`src/rtl/rtc_cal_pkg.sv`:
```
// Package: shared constants and helpers for the BCD clock-calendar chain.
// Assumes all stored fields are BCD bytes and the register file has seven entries.
package rtc_cal_pkg;

    localparam int NUM_REGS = 7;
    localparam int ADDR_W   = 3;

    typedef enum logic [ADDR_W-1:0] {
        ADR_SEC  = 3'd0,
        ADR_MIN  = 3'd1,
        ADR_HOUR = 3'd2,
        ADR_DOW  = 3'd3,
        ADR_DATE = 3'd4,
        ADR_MON  = 3'd5,
        ADR_YEAR = 3'd6
    } cal_reg_e;

    // Bits kept on a write to each register; all others read back as zero.
    function automatic logic [7:0] wr_mask(input int idx);
        case (idx)
            0, 1, 2: wr_mask = 8'h7F;
            3:       wr_mask = 8'h07;
            4:       wr_mask = 8'h3F;
            5:       wr_mask = 8'h9F;
            default: wr_mask = 8'hFF;
        endcase
    endfunction

    // Power-on contents of each register.
    function automatic logic [7:0] reset_val(input int idx);
        case (idx)
            3, 4, 5: reset_val = 8'h01;
            default: reset_val = 8'h00;
        endcase
    endfunction

    // Adds one to a two-digit BCD byte (no range check).
    function automatic logic [7:0] bcd_inc8(input logic [7:0] v);
        if (v[3:0] == 4'd9) bcd_inc8 = {v[7:4] + 4'd1, 4'd0};
        else                bcd_inc8 = {v[7:4], v[3:0] + 4'd1};
    endfunction

endpackage

```
`src/rtl/rtc_subsec_div.sv`:
```
// Sub-second divider: counts frac_en pulses and raises sec_step on the pulse
// that completes a second. A clear restarts the count and suppresses the step.
// Assumes FRAC_PER_SEC >= 2.
module rtc_subsec_div #(
    parameter int FRAC_PER_SEC = 32768,
    parameter int CNT_W        = (FRAC_PER_SEC > 1) ? $clog2(FRAC_PER_SEC) : 1
) (
    input  logic             clk,
    input  logic             rst_n,
    input  logic             frac_en,
    input  logic             clear,
    output logic             sec_step,
    output logic [CNT_W-1:0] cnt_o
);

    localparam logic [CNT_W-1:0] LAST = CNT_W'(FRAC_PER_SEC - 1);

    logic [CNT_W-1:0] cnt_q;

    // Step when the final fractional pulse of a second arrives and no clear is pending.
    assign sec_step = frac_en && (cnt_q == LAST) && !clear;
    assign cnt_o    = cnt_q;

    // Fraction counter with clear priority over counting.
    always_ff @(posedge clk) begin
        if (!rst_n)       cnt_q <= '0;
        else if (clear)   cnt_q <= '0;
        else if (frac_en) cnt_q <= (cnt_q == LAST) ? '0 : cnt_q + 1'b1;
    end

endmodule

```
`src/rtl/rtc_bcd_field_next.sv`:
```
// Next-value logic for a plain BCD field with a fixed range LO..HI.
// Assumes the current value is a legal BCD value inside the range.
module rtc_bcd_field_next #(
    parameter logic [7:0] LO = 8'h00,
    parameter logic [7:0] HI = 8'h59
) (
    input  logic [7:0] cur,
    input  logic       inc,
    output logic [7:0] nxt,
    output logic       wrap
);
    import rtc_cal_pkg::*;

    // Increment with wrap to LO past HI; hold when not incremented.
    always_comb begin
        wrap = inc && (cur == HI);
        if (!inc)      nxt = cur;
        else if (wrap) nxt = LO;
        else           nxt = bcd_inc8(cur);
    end

endmodule

```
`src/rtl/rtc_hour_next.sv`:
```
// Next-value logic for the hours byte in either layout.
// bit 6 = 12-hour mode; in that mode bit 5 = PM and bits 4:0 = BCD 01..12,
// otherwise bits 5:0 = BCD 00..23. Flags midnight when the day must advance.
module rtc_hour_next (
    input  logic [6:0] cur,
    input  logic       inc,
    output logic [6:0] nxt,
    output logic       midnight
);

    logic mode12;
    logic pm;

    assign mode12 = cur[6];
    assign pm     = cur[5];

    // Select the next hour according to the active layout.
    always_comb begin
        nxt      = cur;
        midnight = 1'b0;
        if (inc) begin
            if (mode12) begin
                if (cur[4:0] == 5'h11) begin
                    nxt      = {1'b1, ~pm, 5'h12};
                    midnight = pm;
                end else if (cur[4:0] == 5'h12) begin
                    nxt = {1'b1, pm, 5'h01};
                end else if (cur[3:0] == 4'd9) begin
                    nxt = {1'b1, pm, 1'b1, 4'd0};
                end else begin
                    nxt = {1'b1, pm, cur[4], cur[3:0] + 4'd1};
                end
            end else begin
                if (cur[5:0] == 6'h23) begin
                    nxt      = 7'h00;
                    midnight = 1'b1;
                end else if (cur[3:0] == 4'd9) begin
                    nxt = {1'b0, cur[5:4] + 2'd1, 4'd0};
                end else begin
                    nxt = {1'b0, cur[5:4], cur[3:0] + 4'd1};
                end
            end
        end
    end

endmodule

```
`src/rtl/rtc_date_next.sv`:
```
// Next-value logic for the date of month, with month length and leap February.
// Leap rule: BCD year multiple of four (valid through year 2099); only the
// tens parity (bit 4) and units digit of the year are needed.
module rtc_date_next (
    input  logic [7:0] date,
    input  logic [4:0] month,
    input  logic [4:0] year_lo,
    input  logic       inc,
    output logic [7:0] nxt,
    output logic       month_carry
);
    import rtc_cal_pkg::*;

    logic       leap;
    logic [7:0] last_day;

    // Multiple of four: even tens with units 0/4/8, odd tens with units 2/6.
    always_comb begin
        if (year_lo[4]) leap = (year_lo[3:0] == 4'd2) || (year_lo[3:0] == 4'd6);
        else            leap = (year_lo[3:0] == 4'd0) || (year_lo[3:0] == 4'd4) ||
                               (year_lo[3:0] == 4'd8);
    end

    // Last date of the current month.
    always_comb begin
        case (month)
            5'h02:                      last_day = leap ? 8'h29 : 8'h28;
            5'h04, 5'h06, 5'h09, 5'h11: last_day = 8'h30;
            default:                    last_day = 8'h31;
        endcase
    end

    // Advance the date, wrapping to 01 after the last day.
    always_comb begin
        month_carry = inc && (date == last_day);
        if (!inc)             nxt = date;
        else if (month_carry) nxt = 8'h01;
        else                  nxt = bcd_inc8(date);
    end

endmodule

```
`src/rtl/rtc_calendar_chain.sv`:
```
// Top: BCD clock-calendar register chain with a byte write port, a sub-second
// divider cleared by seconds writes, and a snapshot shadow set for reads.
// Assumes the host writes only legal BCD values; a write beats a same-cycle step.
module rtc_calendar_chain #(
    parameter int FRAC_PER_SEC = 32768
) (
    input  logic       clk,
    input  logic       rst_n,
    input  logic       frac_en,
    input  logic       wr_en,
    input  logic [2:0] wr_addr,
    input  logic [7:0] wr_data,
    input  logic       snap,
    input  logic [2:0] rd_addr,
    output logic [7:0] rd_data
);
    import rtc_cal_pkg::*;

    localparam int DIV_W = (FRAC_PER_SEC > 1) ? $clog2(FRAC_PER_SEC) : 1;

    logic [7:0] r_sec, r_min, r_hour, r_dow, r_date, r_mon, r_year;
    logic [7:0] live  [NUM_REGS];
    logic [7:0] shadow[NUM_REGS];

    logic             wr_hit;
    logic             div_clear;
    logic             sec_step;
    logic [DIV_W-1:0] div_cnt;

    logic [7:0] sec_nxt, min_nxt, dow_nxt, date_nxt, mon_nxt, year_nxt;
    logic [6:0] hour_nxt;
    logic       sec_wrap, min_wrap, midnight, mon_carry, mon_wrap, year_wrap, dow_wrap;

    assign wr_hit    = wr_en && (wr_addr < ADDR_W'(NUM_REGS));
    assign div_clear = wr_en && (wr_addr == ADR_SEC);

    rtc_subsec_div #(.FRAC_PER_SEC(FRAC_PER_SEC), .CNT_W(DIV_W)) u_div (
        .clk      (clk),
        .rst_n    (rst_n),
        .frac_en  (frac_en),
        .clear    (div_clear),
        .sec_step (sec_step),
        .cnt_o    (div_cnt)
    );

    rtc_bcd_field_next #(.LO(8'h00), .HI(8'h59)) u_sec_nxt (
        .cur(r_sec), .inc(sec_step), .nxt(sec_nxt), .wrap(sec_wrap));

    rtc_bcd_field_next #(.LO(8'h00), .HI(8'h59)) u_min_nxt (
        .cur(r_min), .inc(sec_wrap), .nxt(min_nxt), .wrap(min_wrap));

    rtc_hour_next u_hour_nxt (
        .cur(r_hour[6:0]), .inc(min_wrap), .nxt(hour_nxt), .midnight(midnight));

    rtc_bcd_field_next #(.LO(8'h01), .HI(8'h07)) u_dow_nxt (
        .cur(r_dow), .inc(midnight), .nxt(dow_nxt), .wrap(dow_wrap));

    rtc_date_next u_date_nxt (
        .date(r_date), .month(r_mon[4:0]), .year_lo(r_year[4:0]), .inc(midnight),
        .nxt(date_nxt), .month_carry(mon_carry));

    rtc_bcd_field_next #(.LO(8'h01), .HI(8'h12)) u_mon_nxt (
        .cur({3'b000, r_mon[4:0]}), .inc(mon_carry), .nxt(mon_nxt), .wrap(mon_wrap));

    rtc_bcd_field_next #(.LO(8'h00), .HI(8'h99)) u_year_nxt (
        .cur(r_year), .inc(mon_wrap), .nxt(year_nxt), .wrap(year_wrap));

    // Live registers: reset defaults, then host write, else one second step.
    always_ff @(posedge clk) begin
        if (!rst_n) begin
            r_sec  <= reset_val(0);
            r_min  <= reset_val(1);
            r_hour <= reset_val(2);
            r_dow  <= reset_val(3);
            r_date <= reset_val(4);
            r_mon  <= reset_val(5);
            r_year <= reset_val(6);
        end else if (wr_hit) begin
            case (wr_addr)
                ADR_SEC:  r_sec  <= wr_data & wr_mask(0);
                ADR_MIN:  r_min  <= wr_data & wr_mask(1);
                ADR_HOUR: r_hour <= wr_data & wr_mask(2);
                ADR_DOW:  r_dow  <= wr_data & wr_mask(3);
                ADR_DATE: r_date <= wr_data & wr_mask(4);
                ADR_MON:  r_mon  <= wr_data & wr_mask(5);
                default:  r_year <= wr_data & wr_mask(6);
            endcase
        end else if (sec_step) begin
            r_sec  <= sec_nxt;
            r_min  <= min_nxt;
            r_hour <= {1'b0, hour_nxt};
            r_dow  <= dow_nxt;
            r_date <= date_nxt;
            r_mon  <= {r_mon[7] ^ year_wrap, 2'b00, mon_nxt[4:0]};
            r_year <= year_nxt;
        end
    end

    // Gather the live registers in address order for the shadow copy.
    always_comb begin
        live[0] = r_sec;
        live[1] = r_min;
        live[2] = r_hour;
        live[3] = r_dow;
        live[4] = r_date;
        live[5] = r_mon;
        live[6] = r_year;
    end

    // One shadow slot per register, loaded on snap.
    for (genvar g = 0; g < NUM_REGS; g++) begin : g_shadow
        always_ff @(posedge clk) begin
            if (!rst_n)    shadow[g] <= reset_val(g);
            else if (snap) shadow[g] <= live[g];
        end
    end

    // Read mux over the shadow set; unused address reads zero.
    always_comb begin
        rd_data = 8'h00;
        for (int i = 0; i < NUM_REGS; i++) begin
            if (rd_addr == ADDR_W'(i)) rd_data = shadow[i];
        end
    end

endmodule

```
`config.mk`:
```
export PLATFORM = sky130hd
export DESIGN_NAME = rtc_calendar_chain
export DESIGN_NICKNAME = d
export VERILOG_FILES = /design/src/rtl/rtc_cal_pkg.sv /design/src/rtl/rtc_subsec_div.sv /design/src/rtl/rtc_bcd_field_next.sv /design/src/rtl/rtc_hour_next.sv /design/src/rtl/rtc_date_next.sv /design/src/rtl/rtc_calendar_chain.sv
export SDC_FILE = /design/constraint.sdc
export NUM_CORES = 1
export LEC_CHECK = 0
export BUFFER_PORTS_ARGS = -buffer_cell sky130_fd_sc_hd__buf_2
export CAP_MARGIN = 20
export CORE_MARGIN = 2
export CORE_UTILIZATION = 60
export DETAILED_ROUTE_END_ITERATION = 8
export GPL_TIMING_DRIVEN = 0
export PLACE_DENSITY = 0.86
export SKIP_LAST_GASP = 1
export SLEW_MARGIN = 20
export SYNTH_ARGS = -nofsm -noshare
export SYNTH_HDL_FRONTEND = slang
export SYNTH_SLANG_ARGS = --single-unit
```
`constraint.sdc`:
```
create_clock -name clk -period 5.55 [get_ports clk]
set_input_delay 0.2775 -clock clk [delete_from_list [all_inputs] [get_ports clk]]
set_output_delay 0.2775 -clock clk [all_outputs]
set_load 0.05 [all_outputs]
```
# Word level (Yosys, flattened, before mapping)
# Memory sizes are Yosys's and may differ from the RTL's.
# Cells that the tools add are included.
dict set report op_classes {
  magnitude_cmp 1
  n_bitwise 10
  addsub 15
  eq_ne 46
  reduce_logical 50
  mux 71
}
# cell count
set ops {}
lappend ops {{$mux W8} 49}
lappend ops {{$add A4 B1 Y4 const B} 12}
lappend ops {{$mux W7} 5}
lappend ops {{$eq A4 B4 Y1 const B} 8}
lappend ops {{$reduce_and A3 Y1} 7}
lappend ops {{$eq A5 B5 Y1 const B} 4}
lappend ops {{$mux W5} 4}
lappend ops {{$reduce_and A4 Y1} 5}
lappend ops {{$reduce_bool A3 Y1} 6}
lappend ops {{$eq A8 B7 Y1 const B} 2}
lappend ops {{$pmux W8 S2} 1}
lappend ops {{$add A15 B1 Y15 const B} 1}
lappend ops {{$eq A15 B15 Y1 const B} 1}
lappend ops {{$eq A3 B3 Y1 const B} 5}
lappend ops {{$mux W15} 1}
lappend ops {{$eq A3 B2 Y1 const B} 4}
lappend ops {{$ne A2 B1 Y1 const B} 6}
lappend ops {{$reduce_bool A2 Y1} 6}
lappend ops {{$eq A5 B3 Y1 const B} 2}
lappend ops {{$logic_and A1 B1 Y1} 10}
lappend ops {{$mux W1} 10}
lappend ops {{$reduce_and A5 Y1} 2}
lappend ops {{$eq A4 B3 Y1 const B} 2}
lappend ops {{$eq A8 B3 Y1 const B} 1}
lappend ops {{other kinds (26)} 39}
dict set report word_totals {
  regBits 71
  n_memories 1
  output_inout_bits 8
  ram_bits 56
  inputBits 19
}
# name depth width read_ports rd_ports_with_merged_regs wr line
set mem_list {}
lappend mem_list {shadow 7 8 7 0 7 rtc_calendar_chain.sv:23} ;# logic [7:0] shadow[NUM_REGS];

# Logic depth before layout (Yosys ltp)
dict set report depth {
  depth_word 14
  ltp_mapped 10
  depth_no_buf 9
}

# Modules after synthesis
# From an unflattened synthesis, not the netlist that was laid out.
dict set report unflattened {
  cells_unflattened 823
  hier_area_um2 7642.3
}
# mod area_each_um2 n_inst cells_per_inst seq_area_each_um2
set by_module_without_submodules {}
lappend by_module_without_submodules {rtc_calendar_chain 4792.1 1 451 2652.5}
lappend by_module_without_submodules {rtc_subsec_div 743.2 1 81 300.3}
lappend by_module_without_submodules {{rtc_bcd_field_next at u_min_nxt ...} 254.0 2 36 0.0}
lappend by_module_without_submodules {rtc_date_next 498.0 1 66 0.0}
lappend by_module_without_submodules {rtc_hour_next 317.8 1 46 0.0}
lappend by_module_without_submodules {{rtc_bcd_field_next at u_mon_nxt} 274.0 1 35 0.0}
lappend by_module_without_submodules {{rtc_bcd_field_next at u_year_nxt} 259.0 1 37 0.0}
lappend by_module_without_submodules {{rtc_bcd_field_next at u_dow_nxt} 250.2 1 35 0.0}

# Worst setup path after synthesis
# No wires, ideal clock.
dict set report synth_timing {
  path_kind {input to output}
  from {input rd_addr[1]}
  to {output rd_data[0]}
  arrival_ns 2.285
  n_path_buf 2
  t_required_ns 5.273
  slack_ns 2.988
  path_stages 6
  cell_sequence {clkbuf_1 -> buf_1 -> mux2i_1 -> nor2_1 -> a21oi_1 -> o21ai_0}
}
dict set report synth_via {
  elab_chain_len 8
}
# element line
set synth_rtl {}
lappend synth_rtl {{start, declared} rtc_calendar_chain.sv:14} ;# input logic [2:0] rd_addr,
lappend synth_rtl {{$logic_not A3 Y1} rtc_calendar_chain.sv:122} ;# if (rd_addr == ADDR_W'(i)) rd_data = shadow[i];
lappend synth_rtl {{$mux W8 (6 in a row)} rtc_calendar_chain.sv:122}
lappend synth_rtl {{$mux W8 (*)} rtc_calendar_chain.sv:122}
lappend synth_rtl {{end, declared} rtc_calendar_chain.sv:15} ;# output logic [7:0] rd_data
# Mark *: on every way between the ends. The rest lies on a longest branch, timed or not.

# Worst setup path in the final report
dict set report layout_timing {
  from {register r_min[0]}
  to {register r_date[5]}
}
dict set report layout_via {
  elab_chain_len 8
}
# element line
set layout_rtl {}
lappend layout_rtl {{start, declared} rtc_calendar_chain.sv:21} ;# logic [7:0] r_sec, r_min, r_hour, r_dow, r_date, r_mon, r_year;
lappend layout_rtl {{start signal, assigned} rtc_calendar_chain.sv:72} ;# r_min <= reset_val(1);
lappend layout_rtl {{start signal, assigned} rtc_calendar_chain.sv:81} ;# ADR_MIN: r_min <= wr_data & wr_mask(1);
lappend layout_rtl {{start signal, assigned} rtc_calendar_chain.sv:90} ;# r_min <= min_nxt;
lappend layout_rtl {{$eq A8 B7 Y1 (*)} rtc_bcd_field_next.sv:16} ;# wrap = inc && (cur == HI);
lappend layout_rtl {{$logic_and A1 B1 Y1 (*)} rtc_bcd_field_next.sv:16}
lappend layout_rtl {{$mux W1 (*)} rtc_hour_next.sv:21} ;# if (inc) begin
lappend layout_rtl {{$logic_and A1 B1 Y1} rtc_date_next.sv:35} ;# month_carry = inc && (date == last_day);
lappend layout_rtl {{$mux W8} rtc_date_next.sv:37} ;# else if (month_carry) nxt = 8'h01;
lappend layout_rtl {{$mux W8} rtc_date_next.sv:36} ;# if (!inc) nxt = date;
lappend layout_rtl {{$mux W8} rtc_calendar_chain.sv:88} ;# end else if (sec_step) begin
lappend layout_rtl {{$mux W8} rtc_calendar_chain.sv:78} ;# end else if (wr_hit) begin
lappend layout_rtl {{end signal, assigned} rtc_calendar_chain.sv:75} ;# r_date <= reset_val(4);
lappend layout_rtl {{end signal, assigned} rtc_calendar_chain.sv:84} ;# ADR_DATE: r_date <= wr_data & wr_mask(4);
lappend layout_rtl {{end signal, assigned} rtc_calendar_chain.sv:93} ;# r_date <= date_nxt;
lappend layout_rtl {{end, declared} rtc_calendar_chain.sv:21}
# Mark *: on every way between the ends. The rest lies on a longest branch, timed or not. The select of a mux whose other input is x is not followed.
# A chain may end at the register's enable or synchronous reset.

==> flow_summary.json <==
{
  "status": "finished clean",
  "tightestPinTransition_ps": 989.1,
  "reg2reg_depth": 9,
  "synth-simple-area-share": 0.2344,
  "io_buffers": 24,
  "p_per_area_nw_per_um2": 291.1,
  "yosysSeqAreaShare": 0.4369,
  "grt_pass1_wl_um": 29000,
  "initial_core_util": 0.6181,
  "clk_latency_ps": 420,
  "layout_commonest_cell": "nor2_1",
  "synth_area_um2": 6759,
  "reg2reg_slack_ps": 2330,
  "holdPathStages": 3,
  "synth_seq_cells": 121,
  "synthCells": 740,
  "synth-async-reset-ratio": 0,
  "hp-class": "input port to flop",
  "synthXorXnorAreaFrac": 0.01944,
  "arrival_ps": 3530,
  "finalCritPeriodShare": 0.5807,
  "tns_ps": 0,
  "synthFlopType": "dfxtp_1",
  "layout-drive-gt1-share": 0.1179,
  "grt_max_degree": 33,
  "vdd_ir_drop_max_mv": 0.2246,
  "post_cts_buffers": 0,
  "rr_startpoint": "r_min[0]",
  "critPathLaunchType": "flop",
  "r2r_end": "r_date[5]",
  "drt_wl_total_um": 18680,
  "numCtsBuffers": 17,
  "grt_pass1_vias": 5559,
  "placed_area_um2": 7077,
  "mostFrequentLayoutCells": "nor2_1, dfxtp_1, nand2_1, o21ai_0, edfxtp_1",
  "h-tree-depth": 4,
  "dpl.hpwl_um": 13670,
  "synth_edf_count": 53,
  "diodes": 0,
  "die_w_um": 110.1,
  "antenna_found_initial": 0,
  "grt_overflow": 0,
  "cts.clk_slew.worst_paths_ps": 60,
  "clockRootBuffer": "clkbuf_16",
  "power.leakage_nw": 3.011,
  "holdPathEnd": "r_hour[6]",
  "drc": 0,
  "path_class": "flop to flop",
  "final_nets": 822,
  "ios": 27,
  "dr_total_vias": 6166,
  "synth_fa_ha_area_frac": 0.03517,
  "antenna_left": 0,
  "cts_buffer_depth": 2,
  "synth-compound-area-share": 0.1988,
  "cp.required_ps": 5860,
  "setup_viol": 0,
  "drv_slew": 0,
  "drt_iter0_drc": 726,
  "register_area_um2": 2953,
  "synth.area.mux_share": 0.03906,
  "coreArea_um2": 10940,
  "drtPass1Iterations": 6,
  "hold_viol": 0,
  "gp_congestion": 0.9526,
  "cts.sinks": 121,
  "synth-warning-count": 0,
  "synth.distinct_cells": 77,
  "die_h_um": 110.1,
  "finClkSkew_ps": 5.045,
  "min_period_ps": 3223,
  "routed_via_density": 6.581,
  "wl_per_cell_um": 19.94,
  "cp_max_fo": 10,
  "fin_area_um2": 7631,
  "grt_use_total": 0.3188,
  "synth.net_count": 778,
  "rows": 38,
  "cts_tree": "done",
  "synth_area_per_cell_um2": 9.134,
  "hold_start": "wr_data[6]",
  "cp-end-kind": "flop",
  "die-area_um2": 12130,
  "fill_cells": 838,
  "relSlewSlack": 0.3375,
  "multi_input_comb_area_um2": 3563,
  "max-cap-violations": 0,
  "max_clock_freq_mhz": 310.3,
  "cts_resized": 0,
  "hold_buffers": 0,
  "synth_top_family_by_area": "simple AND/OR/NAND/NOR gates",
  "syn2layout_area_growth_pct": 12.90,
  "post-route-util": 0.6978,
  "rsz0062_at_grt": "false"
}
## logic make-up after synthesis
family                   count (synthesis)
AND/OR/NAND/NOR                        301
AO/OA/AOI/OAI                          197
flip-flops                             121
buffers and inverters                   64
multiplexers                            23
adder cells (fa/ha/maj)                 19
XOR/XNOR                                15
## worst max-delay path by stage
stage / start / endpoint / slack (ps) / depth (start not counted)
floorplan: rd_addr[1] / rd_data[0] / 2990 / 6
global placement: rst_n / shadow[5][3] / 2170 / 4
detailed placement: r_sec[0] / r_date[5] / 2440 / 9
CTS: r_sec[0] / r_date[5] / 2420 / 9
global route: r_sec[0] / r_date[5] / 2180 / 9
finish: r_min[0] / r_date[5] / 2330 / 9
## state kept, by name (all words and copies together), names as in the netlist
name         count
r_hour           7
u_div.cnt_o     15
r_min            8
r_dow            8
r_sec            8
r_date           8
shadow          53
r_mon            6
r_year           8
## critical path: stages (launching register included)
cell and delay, ps:
dfxtp_1 460, ha_1 220, nand3b_2 210, or4_1 590
nor4_1 420, o2111ai_2 420, nand2_1 190, buf_4 180
o21ai_0 120, o221a_2 290
## cells in the mapped netlist, drive strengths merged, types with 3 or more instances
master | number | area share
o31ai | 12 | 0.017
a211oi | 7 | 0.0078
and2 | 5 | 0.0046
or4 | 4 | 0.0050
a21o | 3 | 0.0033
o211ai | 4 | 0.0044
mux2i | 14 | 0.021
o2111ai | 5 | 0.0074
a21oi | 42 | 0.033
nand2b | 13 | 0.012
nand3b | 8 | 0.0094
a31oi | 4 | 0.0037
a22oi | 12 | 0.013
xnor2 | 5 | 0.0065
nor4 | 6 | 0.0056
nor3 | 10 | 0.0089
and3 | 49 | 0.046
nand3 | 26 | 0.019
a22o | 3 | 0.0039
dfxtp | 68 | 0.20
a32o | 5 | 0.0074
nand4b | 4 | 0.0052
o41ai | 3 | 0.0039
or2 | 4 | 0.0037
a21boi | 4 | 0.0050
o21ai | 57 | 0.043
nor4b | 5 | 0.0065
mux2 | 7 | 0.012
o22ai | 6 | 0.0056
xor2 | 10 | 0.013
nor2b | 10 | 0.0093
edfxtp | 53 | 0.24
nand2 | 67 | 0.037
inv | 24 | 0.013
ha | 19 | 0.035
clkbuf | 34 | 0.019
o21a | 6 | 0.0067
o211a | 5 | 0.0074
nand4 | 6 | 0.0078
buf | 6 | 0.0041
nor2 | 75 | 0.042
## layer usage
metal / global-route usage / up-vias / wire (um)
met5: 0 / - / 0
met4: 0.1598 / 0 / 815
met3: 0.07349 / 70 / 1959
met2: 0.5044 / 417 / 8547
met1: 0.4110 / 2829 / 7358
li1: - / 2850 / -
## through the flow
step / hold WS [ps] / power, mW / worst slack (ps) / cells
3_5_place_dp: 449.6 / 1.208 / 2436 / 905
4_1_cts: 147.4 / 2.214 / 2419 / 937
5_1_grt: 161.8 / 2.278 / 2183 / 937
3_3_place_gp: 441.7 / 1.199 / 2174 / 904
2_1_floorplan: 428.6 / 1.138 / 2988 / 740
6_report: 152.5 / 2.221 / 2327 / 937
## power by group
part	switching [mW]	internal [mW]	total (mW)
logic	0.153	0.0662	0.220
clock network	0.411	0.613	1.02
registers	0.0204	0.958	0.978
## cell type report
cell class	instances	share of cell area
buffer	40	0.02033
clock buffer	17	0.05575
clock inverter	15	0.01689
inverter	24	0.01181
multi-input combinational	555	0.4670
sequential	121	0.3869
tap	140	0.02295
timing repair buffer	25	0.01836
No activity file was read; power rests on OpenSTA's default activity.
